`src/rtl/sbs_pkg.sv`:
```
// Shared types and constants of the banked SPI register sequencer.
// Assumes the peripheral opcode sits in command bits 7:5 and the
// register number in bits 4:0.
package sbs_pkg;

    // Host request codes
    typedef enum logic [2:0] {
        OP_RD    = 3'd0,
        OP_WR    = 3'd1,
        OP_BSET  = 3'd2,
        OP_BCLR  = 3'd3,
        OP_WR16  = 3'd4,
        OP_BUFRD = 3'd5,
        OP_BUFWR = 3'd6
    } host_op_e;

    // Frame kinds a single request may expand into
    typedef enum logic [1:0] {
        FR_BCLR,
        FR_BSET,
        FR_MAIN,
        FR_HIGH
    } frame_e;

    // Peripheral opcodes (command bits 7:5)
    localparam logic [2:0] SPI_RD_REG = 3'b000;
    localparam logic [2:0] SPI_RD_BUF = 3'b001;
    localparam logic [2:0] SPI_WR_REG = 3'b010;
    localparam logic [2:0] SPI_WR_BUF = 3'b011;
    localparam logic [2:0] SPI_SET    = 3'b100;
    localparam logic [2:0] SPI_CLR    = 3'b101;

    // Fixed argument of buffer commands and the shared control register
    localparam logic [4:0] BUF_ARG   = 5'h1A;
    localparam logic [4:0] CTRL_ADDR = 5'h1F;
    localparam logic [7:0] BANK_MASK = 8'h03;

endpackage

```
`src/rtl/sbs_shifter.sv`:
```
// One-byte SPI mode 0 shifter, MSB first.
// A start pulse loads a byte; SCK stays low for HALF system cycles,
// high for HALF cycles, eight times. MISO is captured at each rising
// SCK transition and MOSI advances at each falling one. fin pulses at
// the edge where the last falling transition happens.
// Assumes start is only raised while no byte is in flight.
module sbs_shifter #(
    parameter int HALF = 2
) (
    input  logic       clk,
    input  logic       rst_n,
    input  logic       start,
    input  logic [7:0] tx,
    input  logic       miso,
    output logic       sck,
    output logic       mosi,
    output logic       fin,
    output logic [7:0] rx
);
    localparam int CNT_W = (HALF > 1) ? $clog2(HALF) : 1;
    localparam logic [CNT_W-1:0] CNT_END = CNT_W'(HALF - 1);

    logic             active_q;
    logic [7:0]       sh_q;
    logic [7:0]       rx_q;
    logic [2:0]       bit_q;
    logic [CNT_W-1:0] cnt_q;
    logic             sck_q;
    logic             fin_q;

    // Half-period timing, bit shifting and capture of one byte
    always_ff @(posedge clk) begin
        if (!rst_n) begin
            active_q <= 1'b0;
            sh_q     <= 8'h00;
            rx_q     <= 8'h00;
            bit_q    <= 3'd0;
            cnt_q    <= '0;
            sck_q    <= 1'b0;
            fin_q    <= 1'b0;
        end else begin
            fin_q <= 1'b0;
            if (!active_q) begin
                if (start) begin
                    active_q <= 1'b1;
                    sh_q     <= tx;
                    bit_q    <= 3'd0;
                    cnt_q    <= '0;
                    sck_q    <= 1'b0;
                end
            end else if (cnt_q == CNT_END) begin
                cnt_q <= '0;
                if (!sck_q) begin
                    sck_q <= 1'b1;
                    rx_q  <= {rx_q[6:0], miso};
                end else begin
                    sck_q <= 1'b0;
                    sh_q  <= {sh_q[6:0], 1'b0};
                    bit_q <= bit_q + 3'd1;
                    if (bit_q == 3'd7) begin
                        active_q <= 1'b0;
                        fin_q    <= 1'b1;
                    end
                end
            end else begin
                cnt_q <= cnt_q + CNT_W'(1);
            end
        end
    end

    assign sck  = sck_q;
    assign mosi = active_q ? sh_q[7] : 1'b0;
    assign fin  = fin_q;
    assign rx   = rx_q;

endmodule

```
`src/rtl/sbs_bank_cache.sv`:
```
// Copy of the bank currently selected in the peripheral.
// Holds an invalid code after reset so the first compare misses.
// Assumes update pulses once, at the end of a bank-set frame.
module sbs_bank_cache (
    input  logic       clk,
    input  logic       rst_n,
    input  logic [1:0] bank_in,
    input  logic       update,
    output logic       hit
);
    // Bit 2 set marks the copy as invalid
    logic [2:0] cached_q;

    // Record the bank once the switch frames have gone out
    always_ff @(posedge clk) begin
        if (!rst_n) begin
            cached_q <= 3'b111;
        end else if (update) begin
            cached_q <= {1'b0, bank_in};
        end
    end

    assign hit = (cached_q == {1'b0, bank_in});

endmodule

```
`src/rtl/sbs_frame_fmt.sv`:
```
// Combinational frame builder: for the frame kind and request in
// progress it gives the command byte, the byte sent after it, the
// number of bytes after the command, and how received bytes are used.
// Assumes the request fields are held stable for the whole request.
module sbs_frame_fmt
    import sbs_pkg::*;
#(
    parameter int LEN_W = 8
) (
    input  frame_e           frame,
    input  host_op_e         op,
    input  logic             slow,
    input  logic [4:0]       reg_lo,
    input  logic [15:0]      wdata,
    input  logic [1:0]       bank,
    input  logic [LEN_W-1:0] len,
    input  logic [7:0]       strm_byte,
    output logic [7:0]       cmd,
    output logic [7:0]       arg,
    output logic [LEN_W:0]   n_after,
    output logic             cap_last,
    output logic             strm_rd,
    output logic             strm_wr
);
    localparam logic [LEN_W:0] ONE = (LEN_W + 1)'(1);
    localparam logic [LEN_W:0] TWO = (LEN_W + 1)'(2);

    logic [4:0] reg_next;
    assign reg_next = reg_lo + 5'd1;

    // Select command, payload and length per frame kind and request
    always_comb begin
        cmd      = 8'h00;
        arg      = 8'h00;
        n_after  = ONE;
        cap_last = 1'b0;
        strm_rd  = 1'b0;
        strm_wr  = 1'b0;
        unique case (frame)
            FR_BCLR: begin
                cmd = {SPI_CLR, CTRL_ADDR};
                arg = BANK_MASK;
            end
            FR_BSET: begin
                cmd = {SPI_SET, CTRL_ADDR};
                arg = {6'b0, bank};
            end
            FR_HIGH: begin
                cmd = {SPI_WR_REG, reg_next};
                arg = wdata[15:8];
            end
            FR_MAIN: begin
                case (op)
                    OP_WR, OP_WR16: begin
                        cmd = {SPI_WR_REG, reg_lo};
                        arg = wdata[7:0];
                    end
                    OP_BSET: begin
                        cmd = {SPI_SET, reg_lo};
                        arg = wdata[7:0];
                    end
                    OP_BCLR: begin
                        cmd = {SPI_CLR, reg_lo};
                        arg = wdata[7:0];
                    end
                    OP_BUFRD: begin
                        cmd     = {SPI_RD_BUF, BUF_ARG};
                        n_after = {1'b0, len};
                        strm_rd = 1'b1;
                    end
                    OP_BUFWR: begin
                        cmd     = {SPI_WR_BUF, BUF_ARG};
                        arg     = strm_byte;
                        n_after = {1'b0, len};
                        strm_wr = 1'b1;
                    end
                    default: begin
                        cmd      = {SPI_RD_REG, reg_lo};
                        n_after  = slow ? TWO : ONE;
                        cap_last = 1'b1;
                    end
                endcase
            end
        endcase
    end

endmodule

```
`src/rtl/spi_bank_seq.sv`:
```
// Banked SPI register sequencer (top).
// Accepts one request at a time on a valid/ready port, expands it into
// optional bank-switch frames plus one or two operation frames, and
// runs each frame with chip select setup, byte shifting, hold and an
// inter-frame gap of one SCK period. done pulses when the block is idle.
// Assumes DIV is even and at least 2.
module spi_bank_seq
    import sbs_pkg::*;
#(
    parameter int DIV   = 4,
    parameter int LEN_W = 8
) (
    input  logic             clk,
    input  logic             rst_n,
    input  logic             req_valid,
    output logic             req_ready,
    input  logic [2:0]       req_op,
    input  logic [7:0]       req_addr,
    input  logic [15:0]      req_data,
    input  logic [LEN_W-1:0] req_len,
    input  logic [7:0]       stm_wdata,
    output logic             stm_take,
    output logic             stm_rvalid,
    output logic [7:0]       stm_rdata,
    output logic             done,
    output logic [7:0]       done_rdata,
    output logic             sck,
    output logic             cs_n,
    output logic             mosi,
    input  logic             miso
);
    localparam int HALF  = DIV / 2;
    localparam int TMR_W = $clog2(DIV);
    localparam logic [TMR_W-1:0] HALF_END = TMR_W'(HALF - 1);
    localparam logic [TMR_W-1:0] GAP_END  = TMR_W'(DIV - 1);

    typedef enum logic [2:0] {
        S_IDLE,
        S_SETUP,
        S_BYTE,
        S_WAIT,
        S_HOLD,
        S_GAP
    } seq_state_e;

    seq_state_e       state_q;
    host_op_e         op_q;
    host_op_e         req_op_e;
    logic [7:0]       addr_q;
    logic [15:0]      data_q;
    logic [LEN_W-1:0] len_q;
    frame_e           frame_q;
    logic [LEN_W:0]   idx_q;
    logic [TMR_W-1:0] tmr_q;
    logic [7:0]       rd_q;
    logic             done_q;
    logic [7:0]       done_rdata_q;
    logic             take_q;
    logic             rvalid_q;
    logic [7:0]       rdata_q;

    logic [7:0]       f_cmd;
    logic [7:0]       f_arg;
    logic [LEN_W:0]   f_n_after;
    logic             f_cap_last;
    logic             f_strm_rd;
    logic             f_strm_wr;

    logic [1:0]       bank_sel;
    logic             bank_hit;
    logic             bank_upd;
    logic             req_is_reg;
    logic             sh_start;
    logic [7:0]       sh_tx;
    logic             sh_fin;
    logic [7:0]       sh_rx;

    assign req_op_e   = host_op_e'(req_op);
    assign req_is_reg = (req_op_e != OP_BUFRD) && (req_op_e != OP_BUFWR);

    // Bank compared: the incoming request while idle, the latched one after
    assign bank_sel = (state_q == S_IDLE) ? req_addr[6:5] : addr_q[6:5];
    assign bank_upd = (state_q == S_GAP) && (tmr_q == GAP_END) && (frame_q == FR_BSET);

    sbs_bank_cache u_bank (
        .clk     (clk),
        .rst_n   (rst_n),
        .bank_in (bank_sel),
        .update  (bank_upd),
        .hit     (bank_hit)
    );

    sbs_frame_fmt #(
        .LEN_W (LEN_W)
    ) u_fmt (
        .frame     (frame_q),
        .op        (op_q),
        .slow      (addr_q[7]),
        .reg_lo    (addr_q[4:0]),
        .wdata     (data_q),
        .bank      (addr_q[6:5]),
        .len       (len_q),
        .strm_byte (stm_wdata),
        .cmd       (f_cmd),
        .arg       (f_arg),
        .n_after   (f_n_after),
        .cap_last  (f_cap_last),
        .strm_rd   (f_strm_rd),
        .strm_wr   (f_strm_wr)
    );

    assign sh_start = (state_q == S_BYTE);
    assign sh_tx    = (idx_q == '0) ? f_cmd : f_arg;

    sbs_shifter #(
        .HALF (HALF)
    ) u_shift (
        .clk   (clk),
        .rst_n (rst_n),
        .start (sh_start),
        .tx    (sh_tx),
        .miso  (miso),
        .sck   (sck),
        .mosi  (mosi),
        .fin   (sh_fin),
        .rx    (sh_rx)
    );

    // Request sequencing: accept, frame setup, bytes, hold, gap, next frame
    always_ff @(posedge clk) begin
        if (!rst_n) begin
            state_q      <= S_IDLE;
            op_q         <= OP_RD;
            addr_q       <= 8'h00;
            data_q       <= 16'h0000;
            len_q        <= '0;
            frame_q      <= FR_MAIN;
            idx_q        <= '0;
            tmr_q        <= '0;
            rd_q         <= 8'h00;
            done_q       <= 1'b0;
            done_rdata_q <= 8'h00;
            take_q       <= 1'b0;
            rvalid_q     <= 1'b0;
            rdata_q      <= 8'h00;
        end else begin
            done_q   <= 1'b0;
            take_q   <= 1'b0;
            rvalid_q <= 1'b0;
            case (state_q)
                S_IDLE: begin
                    if (req_valid) begin
                        op_q    <= req_op_e;
                        addr_q  <= req_addr;
                        data_q  <= req_data;
                        len_q   <= req_len;
                        rd_q    <= 8'h00;
                        tmr_q   <= '0;
                        frame_q <= (req_is_reg && !bank_hit) ? FR_BCLR : FR_MAIN;
                        state_q <= S_SETUP;
                    end
                end
                S_SETUP: begin
                    if (tmr_q == HALF_END) begin
                        tmr_q   <= '0;
                        idx_q   <= '0;
                        state_q <= S_BYTE;
                    end else begin
                        tmr_q <= tmr_q + TMR_W'(1);
                    end
                end
                S_BYTE: begin
                    state_q <= S_WAIT;
                    if (f_strm_wr && (idx_q != '0)) begin
                        take_q <= 1'b1;
                    end
                end
                S_WAIT: begin
                    if (sh_fin) begin
                        if (f_strm_rd && (idx_q != '0)) begin
                            rvalid_q <= 1'b1;
                            rdata_q  <= sh_rx;
                        end
                        if (f_cap_last && (idx_q == f_n_after)) begin
                            rd_q <= sh_rx;
                        end
                        if (idx_q == f_n_after) begin
                            tmr_q   <= '0;
                            state_q <= S_HOLD;
                        end else begin
                            idx_q   <= idx_q + (LEN_W + 1)'(1);
                            state_q <= S_BYTE;
                        end
                    end
                end
                S_HOLD: begin
                    if (tmr_q == HALF_END) begin
                        tmr_q   <= '0;
                        state_q <= S_GAP;
                    end else begin
                        tmr_q <= tmr_q + TMR_W'(1);
                    end
                end
                S_GAP: begin
                    if (tmr_q == GAP_END) begin
                        tmr_q <= '0;
                        case (frame_q)
                            FR_BCLR: begin
                                frame_q <= FR_BSET;
                                state_q <= S_SETUP;
                            end
                            FR_BSET: begin
                                frame_q <= FR_MAIN;
                                state_q <= S_SETUP;
                            end
                            FR_MAIN: begin
                                if (op_q == OP_WR16) begin
                                    frame_q <= FR_HIGH;
                                    state_q <= S_SETUP;
                                end else begin
                                    done_q       <= 1'b1;
                                    done_rdata_q <= rd_q;
                                    state_q      <= S_IDLE;
                                end
                            end
                            default: begin
                                done_q       <= 1'b1;
                                done_rdata_q <= rd_q;
                                state_q      <= S_IDLE;
                            end
                        endcase
                    end else begin
                        tmr_q <= tmr_q + TMR_W'(1);
                    end
                end
                default: state_q <= S_IDLE;
            endcase
        end
    end

    assign req_ready  = (state_q == S_IDLE);
    assign cs_n       = !(state_q inside {S_SETUP, S_BYTE, S_WAIT, S_HOLD});
    assign done       = done_q;
    assign done_rdata = done_rdata_q;
    assign stm_take   = take_q;
    assign stm_rvalid = rvalid_q;
    assign stm_rdata  = rdata_q;

endmodule

```
`config.mk`:
```
export PLATFORM = sky130hd
export DESIGN_NAME = spi_bank_seq
export DESIGN_NICKNAME = d
export VERILOG_FILES = /design/src/rtl/sbs_pkg.sv /design/src/rtl/sbs_shifter.sv /design/src/rtl/sbs_bank_cache.sv /design/src/rtl/sbs_frame_fmt.sv /design/src/rtl/spi_bank_seq.sv
export SDC_FILE = /design/constraint.sdc
export NUM_CORES = 1
export LEC_CHECK = 0
export CAP_MARGIN = 20
export CORE_ASPECT_RATIO = 0.7
export CORE_MARGIN = 3
export CORE_UTILIZATION = 29
export DETAILED_ROUTE_END_ITERATION = 6
export HOLD_SLACK_MARGIN = 0.06
export PLACE_DENSITY = 0.55
export SLEW_MARGIN = 10
export SYNTH_ARGS = -nofsm -noshare
export SYNTH_HDL_FRONTEND = slang
export SYNTH_HIERARCHICAL = 1
export SYNTH_SLANG_ARGS = --single-unit
```
`constraint.sdc`:
```
create_clock -name clk -period 2.3 [get_ports clk]
set_input_delay 0.46 -clock clk [delete_from_list [all_inputs] [get_ports clk]]
set_output_delay 0.46 -clock clk [all_outputs]
set_load 0.01 [all_outputs]
```
==> summary.md, run 1 <==
| Metric | Value |
|---|---|
| Antenna violations before repair | `0` |
| Clock skew | `13.0 ps` |
| Number of placed cells counting well taps | `927` |
| Fin. Hold Viols | `0` |
| Sequential area share after synthesis | `0.379` |
| Clock Sinks | `104` |
| Synth cell count leaders | `nand2_1 (109), dfxtp_1 (104), a21oi_1 (52)` |
| Clock transition at path regs | `80 ps` |
| Final wirelength | `14,900 um` |
| Syn Inst Count | `633` |
| Mapped Area | `5490 um2` |
| Initial Utilization | `0.300` |
| Finished Core Util | `0.379` |
| Total number of vias | `4,733` |
| Reg2reg setup slack | `-30 ps` |
| DRC viols | `0` |
| I/O pin count | `70` |
| R2R cell count | `10` |
| Fillers | `1,823` |
| Family with the most delay on the worst path | `simple AND/OR/NAND/NOR gates` |
| Post-synth top area share | `0.379` |
| Worst r2r src | `op_q[2]` |
| CTS tree | `built` |
| Via density | `5.00` |
| Worst R2R End | `idx_q[4]` |
| Post-synth top area cell | `dfxtp_1` |
| Setup Crit Path Kind | `flip-flop to flip-flop` |
| EDFF count, synth | `0` |
| Failing checks | `negative setup slack` |
| Die W | `170 um` |
| Pre-antenna DRT Iters | `5` |
| P_leak | `2.58 nW` |
| Hold_sp | `data_q[12]` |
| Dpl hpwl | `10,600 um` |
| Layout cells sized above 1 | `0.167` |
| Synthesized flop and latch total | `104` |
| Final Max Tran Viols | `0` |
| Synthesized Nets | `692` |
| Inserted Diodes | `0` |
| Outcome | `finished, violations left` |
| Vias in the first global route | `4,603` |
| Mapped Avg Cell Area | `8.67 um2` |
| Hold EP | `data_q[12]` |
| Die Y | `121 um` |
| Max incr delay on CP | `380 ps` |
| Count leader, synth | `nand2_1` |
| Worst path cell trace | `nor4b_4, a31o_2, o21bai_1, xnor2_1, nand4_4, buf_6, nor4_4, buf_4, o21ai_0, a21oi_2` |
| Critical path arrival | `2620 ps` |
| Critical path startpoint category | `flip-flop` |
| Largest net degree at the start of global routing | `38` |
| Clk buf depth | `2` |
| Worst Path Required | `2590 ps` |
| Crit path capture type | `flip-flop` |
| I/O Buffers | `69` |
| Primary FF master, synth | `dfxtp_1` |
| Ranking of synthesized cells by area | `dfxtp_1 (38%), mux2i_1 (8.0%), nand2_1 (7.5%)` |
| Area of the core | `18,300 um2` |
| Gr ovfl total | `0` |
| Max-cap violations | `0` |
| Final setup viols | `3` |
| Clock root cell | `clkbuf_16` |
| CTS Buf Count | `9` |
| Hold depth | `2` |
| Slowest-stage cell, CP | `dfxtp_4` |
| Final period utilization | `1.01` |
| Post-synth ARST share | `0` |
| Non-Filler Instances | `947` |
| Final net count | `765` |
| Peak VDD IR | `365 uV` |
| Hold Crit Class | `flip-flop to flip-flop` |
| CTS H-tree lvls | `3` |
| F_max | `429 MHz` |
| Synthesis Warnings | `6` |
| Antenna-violating nets left | `0` |
| Setup TNS | `-50.3 ps` |
| Fin worst setup slack | `-28.5 ps` |
| Overall power | `0.00529 W` |
| Min cycle time layout | `2330 ps` |
| Initial drt markers | `258` |
| CP bufs+invs | `2` |
| Routed length per instance | `15.8 um` |
| Worst Max-Slew Pin Slew | `578 ps` |
| Global-route wire length before repair | `23,700 um` |
| Netlist cell types | `72` |
| Crit-path max FO | `7` |
| Total track usage | `0.142` |
| Row cnt | `41` |
| Clock latency on the worst-skew pair | `360 ps` |
| Routability cong. | `0.839` |
| Die area | `20,600 um2` |
| Synth-to-Final Area Change | `26.3%` |
| Hold Worst Slack | `455 ps` |
| Power Density | `764 nW/um2` |
| RSZ-0062 raised after global routing | `true` |
| Slew headroom | `0.614` |
[cell type report]
cell class              count  area [um2]  area share
inverters                  16        60.1     0.00867
clock buffers               9         225      0.0325
multi-input cells         469        3190       0.460
well taps                 236         295      0.0426
flip-flops and latches    104        2090       0.302
clock inverters             7        81.3      0.0117
repair buffers            106         983       0.142
[flip-flops by register name (all words and copies together), names as in the netlist, 3 cells and up]
signal and cells:
u_shift/sh_q 8, u_shift/bit_q 3, state_q 3, len_q 8
idx_q 9, data_q 16, rd_q 8, op_q 3
addr_q 8, stm_rdata 8, u_bank/cached_q 3, u_shift/rx 8
done_rdata 8
[report_power, final]
| group | total (W) | leakage (nW) | internal (W) | switching, W |
|---|---|---|---|---|
| sequential | 0.00213 | 0.846 | 0.00196 | 0.000169 |
| combinational | 0.00160 | 1.58 | 0.000717 | 0.000879 |
| clock | 0.00157 | 0.150 | 0.000780 | 0.000786 |
[per-stage QoR]
stage                     worst slack (ps)  area [um2]
after global routing                 -88.8        6930
after floorplan                       42.3        5490
after CTS                            0.661        6790
final                                -28.5        6930
after global placement                48.7        6460
after detailed placement             -21.9        6460
[worst max-delay path by stage]
stage | from | to | depth (start not counted)
floorplan | op_q[1] | rd_q[0] | 10
global placement | op_q[0] | idx_q[6] | 9
detailed placement | op_q[0] | idx_q[6] | 9
finish | op_q[2] | idx_q[4] | 10
CTS | op_q[2] | rd_q[5] | 9
global route | op_q[2] | idx_q[7] | 9
[kinds of logic after synthesis]
logic type / synth area share
compound gates: 0.165
xor+xnor: 0.0271
fa+ha+maj: 0.0274
buf+inv: 0.0588
flops: 0.379
mux: 0.103
other cells: 0.000683
simple gates: 0.239
[cells in the final DEF, fill, tap and decap left out, types with 4 or more instances in the layout]
cell,instances
nor3_1,8
mux2i_1,43
o21ai_0,16
buf_4,34
xnor2_2,4
dfxtp_1,101
xor2_1,5
nand2_2,4
nand3_1,24
nand2b_1,11
nor2b_1,15
nand2_1,108
a221o_1,8
nand3b_1,5
a21oi_1,49
and2_4,4
clkbuf_16,9
mux2_2,11
clkdlybuf4s50_1,68
o31ai_2,5
xnor2_1,7
o21a_1,8
and2_1,9
and3_1,10
nor2_1,22
ha_1,12
a21oi_2,9
inv_1,15
[worst register-to-register path, delay by kind of cell (launching register included)]
family	cells	cell delay, ps
buffers and inverters	2	380
DFF	1	380
AOI/OAI and AO/OA	4	500
xor gates and xnor gates	1	280
and+or+nand+nor	3	740
[routing by layer]
layer / wire length (um) / up-vias / GRT usage
met2: 6660 / 105 / 0.218
met4: 114 / 0 / 0.0314
met5: 0 / - / 0
li1: - / 2352 / -
met1: 7390 / 2265 / 0.204
met3: 758 / 11 / 0.0313
[repair_timing]
item	4_1_cts	5_1_grt
hold buffers	0	0
gates resized for setup	3	27
buffers inserted	1	3
pin swaps	1	18
hold endpoints to repair	0	0
setup endpoints to repair	10	18
gates cloned	0	0
Note: power is estimated with default switching activity, not from simulation.
==> inputs of run 2 (changes only) <==
--- a/config.mk
+++ b/config.mk
@@ -9,6 +9,7 @@
 export CORE_ASPECT_RATIO = 0.7
 export CORE_MARGIN = 3
 export CORE_UTILIZATION = 29
+export CTS_CLUSTER_SIZE = 16
 export DETAILED_ROUTE_END_ITERATION = 6
 export HOLD_SLACK_MARGIN = 0.06
 export PLACE_DENSITY = 0.55
==> results of run 2 <==
Same layout as run 1: the final DEF is identical, and so are final timing and power.
==> inputs of run 3 (changes only) <==
--- a/config.mk
+++ b/config.mk
@@ -12,9 +12,9 @@
 export CTS_CLUSTER_SIZE = 16
 export DETAILED_ROUTE_END_ITERATION = 6
 export HOLD_SLACK_MARGIN = 0.06
-export PLACE_DENSITY = 0.55
+export PLACE_DENSITY = 0.6
+export REMOVE_ABC_BUFFERS = 1
 export SLEW_MARGIN = 10
 export SYNTH_ARGS = -nofsm -noshare
 export SYNTH_HDL_FRONTEND = slang
-export SYNTH_HIERARCHICAL = 1
 export SYNTH_SLANG_ARGS = --single-unit
==> run 3 against run 2 <==
The run now ends clean. Cell count is 0.74% higher. Sequential power is 3% higher. Clock-buffer cell count stayed put. Largest cell class unchanged.
==> summary.md, run 3 <==
| Metric | Value |
|---|---|
| Inserted Diodes | `0 (unchanged)` |
| Pre-antenna DRT Iters | `5 (unchanged)` |
| Die area | `19,900 um2 (was 20,600 um2)` |
| Routed length per instance | `14.9 um (was 15.8 um)` |
| Reg2reg setup slack | `60 ps (was -30 ps)` |
| Synthesis Warnings | `0 (was 6)` |
| Vias in the first global route | `4,467 (was 4,603)` |
| Antenna-violating nets left | `0 (unchanged)` |
| Worst Path Required | `2550 ps (was 2590 ps)` |
| Clock root cell | `clkbuf_16 (unchanged)` |
| Final setup viols | `0 (was 3)` |
| Final Max Tran Viols | `0 (unchanged)` |
| Ranking of synthesized cells by area | `dfxtp_1 (39%), nand2_1 (7.5%), mux2i_1 (7.2%) (was dfxtp_1 (38%), mux2i_1 (8.0%), nand2_1 (7.5%))` |
| Initial drt markers | `316 (was 258)` |
| Clock Sinks | `104 (unchanged)` |
| Worst R2R End | `idx_q[5] (was idx_q[4])` |
| Fin. Hold Viols | `0 (unchanged)` |
| Post-synth top area cell | `dfxtp_1 (unchanged)` |
| Critical path startpoint category | `flip-flop (unchanged)` |
| I/O pin count | `70 (unchanged)` |
| Slew headroom | `0.602 (was 0.614)` |
| DRC viols | `0 (unchanged)` |
| CTS Hold Buffers Added | `0 (unchanged)` |
| Routability cong. | `0.907 (was 0.839)` |
| Worst r2r src | `op_q[0] (was op_q[2])` |
| Outcome | `finished, final reports clean (was finished, violations left)` |
| Via density | `5.02 (was 5.00)` |
| Max-cap violations | `0 (unchanged)` |
| Critical path arrival | `2490 ps (was 2620 ps)` |
| Crit path capture type | `flip-flop (unchanged)` |
| Synth-to-Final Area Change | `28.1% (was 26.3%)` |
| Clock transition at path regs | `80 ps (about the same)` |
| Area of the core | `17,500 um2 (was 18,300 um2)` |
| Sequential area share after synthesis | `0.394 (was 0.379)` |
| Peak VDD IR | `408 uV (was 365 uV)` |
| Crit-path max FO | `14 (was 7)` |
| Hold EP | `u_bank.cached_q[2] (was data_q[12])` |
| RSZ-0062 raised after global routing | `true (unchanged)` |
| Largest net degree at the start of global routing | `36 (was 38)` |
| Post-synth top area share | `0.394 (was 0.379)` |
| Mapped Area | `5290 um2 (was 5490 um2)` |
| Gr ovfl total | `0 (unchanged)` |
| Largest register FFs | `16 (unchanged)` |
| P_leak | `2.59 nW (was 2.58 nW)` |
| R2R cell count | `9 (was 10)` |
| Register name with the most flops | `data_q (unchanged)` |
| Total number of vias | `4,789 (was 4,733)` |
| Global-route wire length before repair | `23,700 um (about the same)` |
| Die Y | `119 um (was 121 um)` |
| Non-Filler Instances | `954 (was 947)` |
| Mapped Avg Cell Area | `8.27 um2 (was 8.67 um2)` |
| Synthesized flop and latch total | `104 (unchanged)` |
| Initial Utilization | `0.302 (was 0.300)` |
| Power Density | `819 nW/um2 (was 764 nW/um2)` |
| Hold depth | `2 (unchanged)` |
| Worst Max-Slew Pin Slew | `595 ps (was 578 ps)` |
| Layout cells sized above 1 | `0.122 (was 0.167)` |
| Setup Crit Path Kind | `flip-flop to flip-flop (unchanged)` |
| Netlist cell types | `72 (unchanged)` |
| I/O Buffers | `69 (unchanged)` |
| Number of placed cells counting well taps | `937 (was 927)` |
| Dpl hpwl | `10,600 um (about the same)` |
| Most common cell after layout, fill and taps aside | `nand2_1 (unchanged)` |
| Final net count | `778 (was 765)` |
| Antenna violations before repair | `0 (unchanged)` |
| Most frequent cells in the layout | `nand2_1 (105), dfxtp_1 (101), clkdlybuf4s50_1 (69) (was nand2_1 (108), dfxtp_1 (101), clkdlybuf4s50_1 (68))` |
| EDFF count, synth | `0 (unchanged)` |
| Clock skew | `13.2 ps (was 13.0 ps)` |
| Final wirelength | `14,200 um (was 14,900 um)` |
| CTS H-tree lvls | `3 (unchanged)` |
| CTS Buf Count | `9 (unchanged)` |
| Die W | `167 um (was 170 um)` |
| Clock latency on the worst-skew pair | `350 ps (was 360 ps)` |
| Finished Core Util | `0.387 (was 0.379)` |
| Min cycle time layout | `2240 ps (was 2330 ps)` |
| Primary FF master, synth | `dfxtp_1 (unchanged)` |
| Largest registers | `data_q: 16 flops, idx_q: 9 flops (unchanged)` |
| Synth cell count leaders | `nand2_1 (105), dfxtp_1 (104), a21oi_1 (59) (was nand2_1 (109), dfxtp_1 (104), a21oi_1 (52))` |
| Final period utilization | `0.973 (was 1.01)` |
| Row cnt | `40 (was 41)` |
| F_max | `447 MHz (was 429 MHz)` |
| CTS tree | `built (unchanged)` |
| Hold_sp | `u_bank.cached_q[2] (was data_q[12])` |
| Syn Inst Count | `640 (was 633)` |
| Post-synth ARST share | `0 (unchanged)` |
| Clk buf depth | `2 (unchanged)` |
| Hold Crit Class | `flip-flop to flip-flop (unchanged)` |
| Total track usage | `0.144 (was 0.142)` |
| Count leader, synth | `nand2_1 (unchanged)` |
[run 3: area by class of cell]
class                           instances  area (um2)
Fill cell                            1805       10700
Clock buffer                            9         225
Clock inverter                          7        62.6
Sequential cell                       104        2090
Tap cell                              231         289
Inverter                               16        60.1
Multi-Input combinational cell        475        2990
Timing Repair Buffer                  112        1060
[run 3: critical path: stages, from the launching register on]
cell and delay, ps:
dfxtp_2 340, buf_4 140, xor2_2 170, and3_4 200, o21a_4 220, o2111ai_4 230, a31oi_4 170, buf_12 180
a221o_1 310, a21o_1 180
[run 3: per-layer routing]
metal	vias up	GRT usage	wire, um
met1	2218	0.221	7390
met2	113	0.209	5850
li1	2443	-	-
met5	-	0	0
met3	15	0.0252	774
met4	0	0.0358	180
[run 3: through the flow]
step / setup TNS (ps) / setup WS [ps] / hold slack (ps) / cell area (um2) / power (W)
final: 0 / 63.0 / 452 / 6780 / 0.00555
after global routing: -36.6 / -19.3 / 472 / 6780 / 0.00592
after CTS: 0 / 16.3 / 451 / 6710 / 0.00556
after detailed placement: -258 / -37.0 / 439 / 6420 / 0.00404
after global placement: -262 / -34.7 / 437 / 6420 / 0.00403
after floorplan: -8360 / -481 / 423 / 5090 / 0.00329
[run 3: repair_timing]
action                                  CTS  global route
pin swaps                                 0            11
gates resized for setup                   1            16
buffers inserted                          0             1
endpoints found under the hold margin     0             0
endpoints found under the setup margin    4            31
[run 3: worst max path at each step]
stage                     from  endpoint  cells past startpoint
floorplan           frame_q[1]   rd_q[7]                      8
global placement     req_valid   rd_q[6]                      8
detailed placement   req_valid   rd_q[1]                      8
CTS                    op_q[1]   rd_q[7]                      7
global route           op_q[2]   rd_q[1]                      7
finish                 op_q[0]  idx_q[5]                      9
[run 3: report_power, final]
group	switching [W]	total, W	internal [W]
logic	0.00102	0.00186	0.000839
registers	0.000198	0.00219	0.00199
clock network	0.000741	0.00150	0.000758
total	0.00196	0.00555	0.00359
[run 3: cell families after synthesis]
kind of cell | Yosys count | synth area share
and+or+nand+nor | 248 | 0.219
AOI/OAI and AO/OA | 165 | 0.216
adders and majority gates | 13 | 0.0307
muxes | 38 | 0.0719
DFF | 104 | 0.394
xor gates and xnor gates | 11 | 0.0196
buffers and inverters | 61 | 0.0492
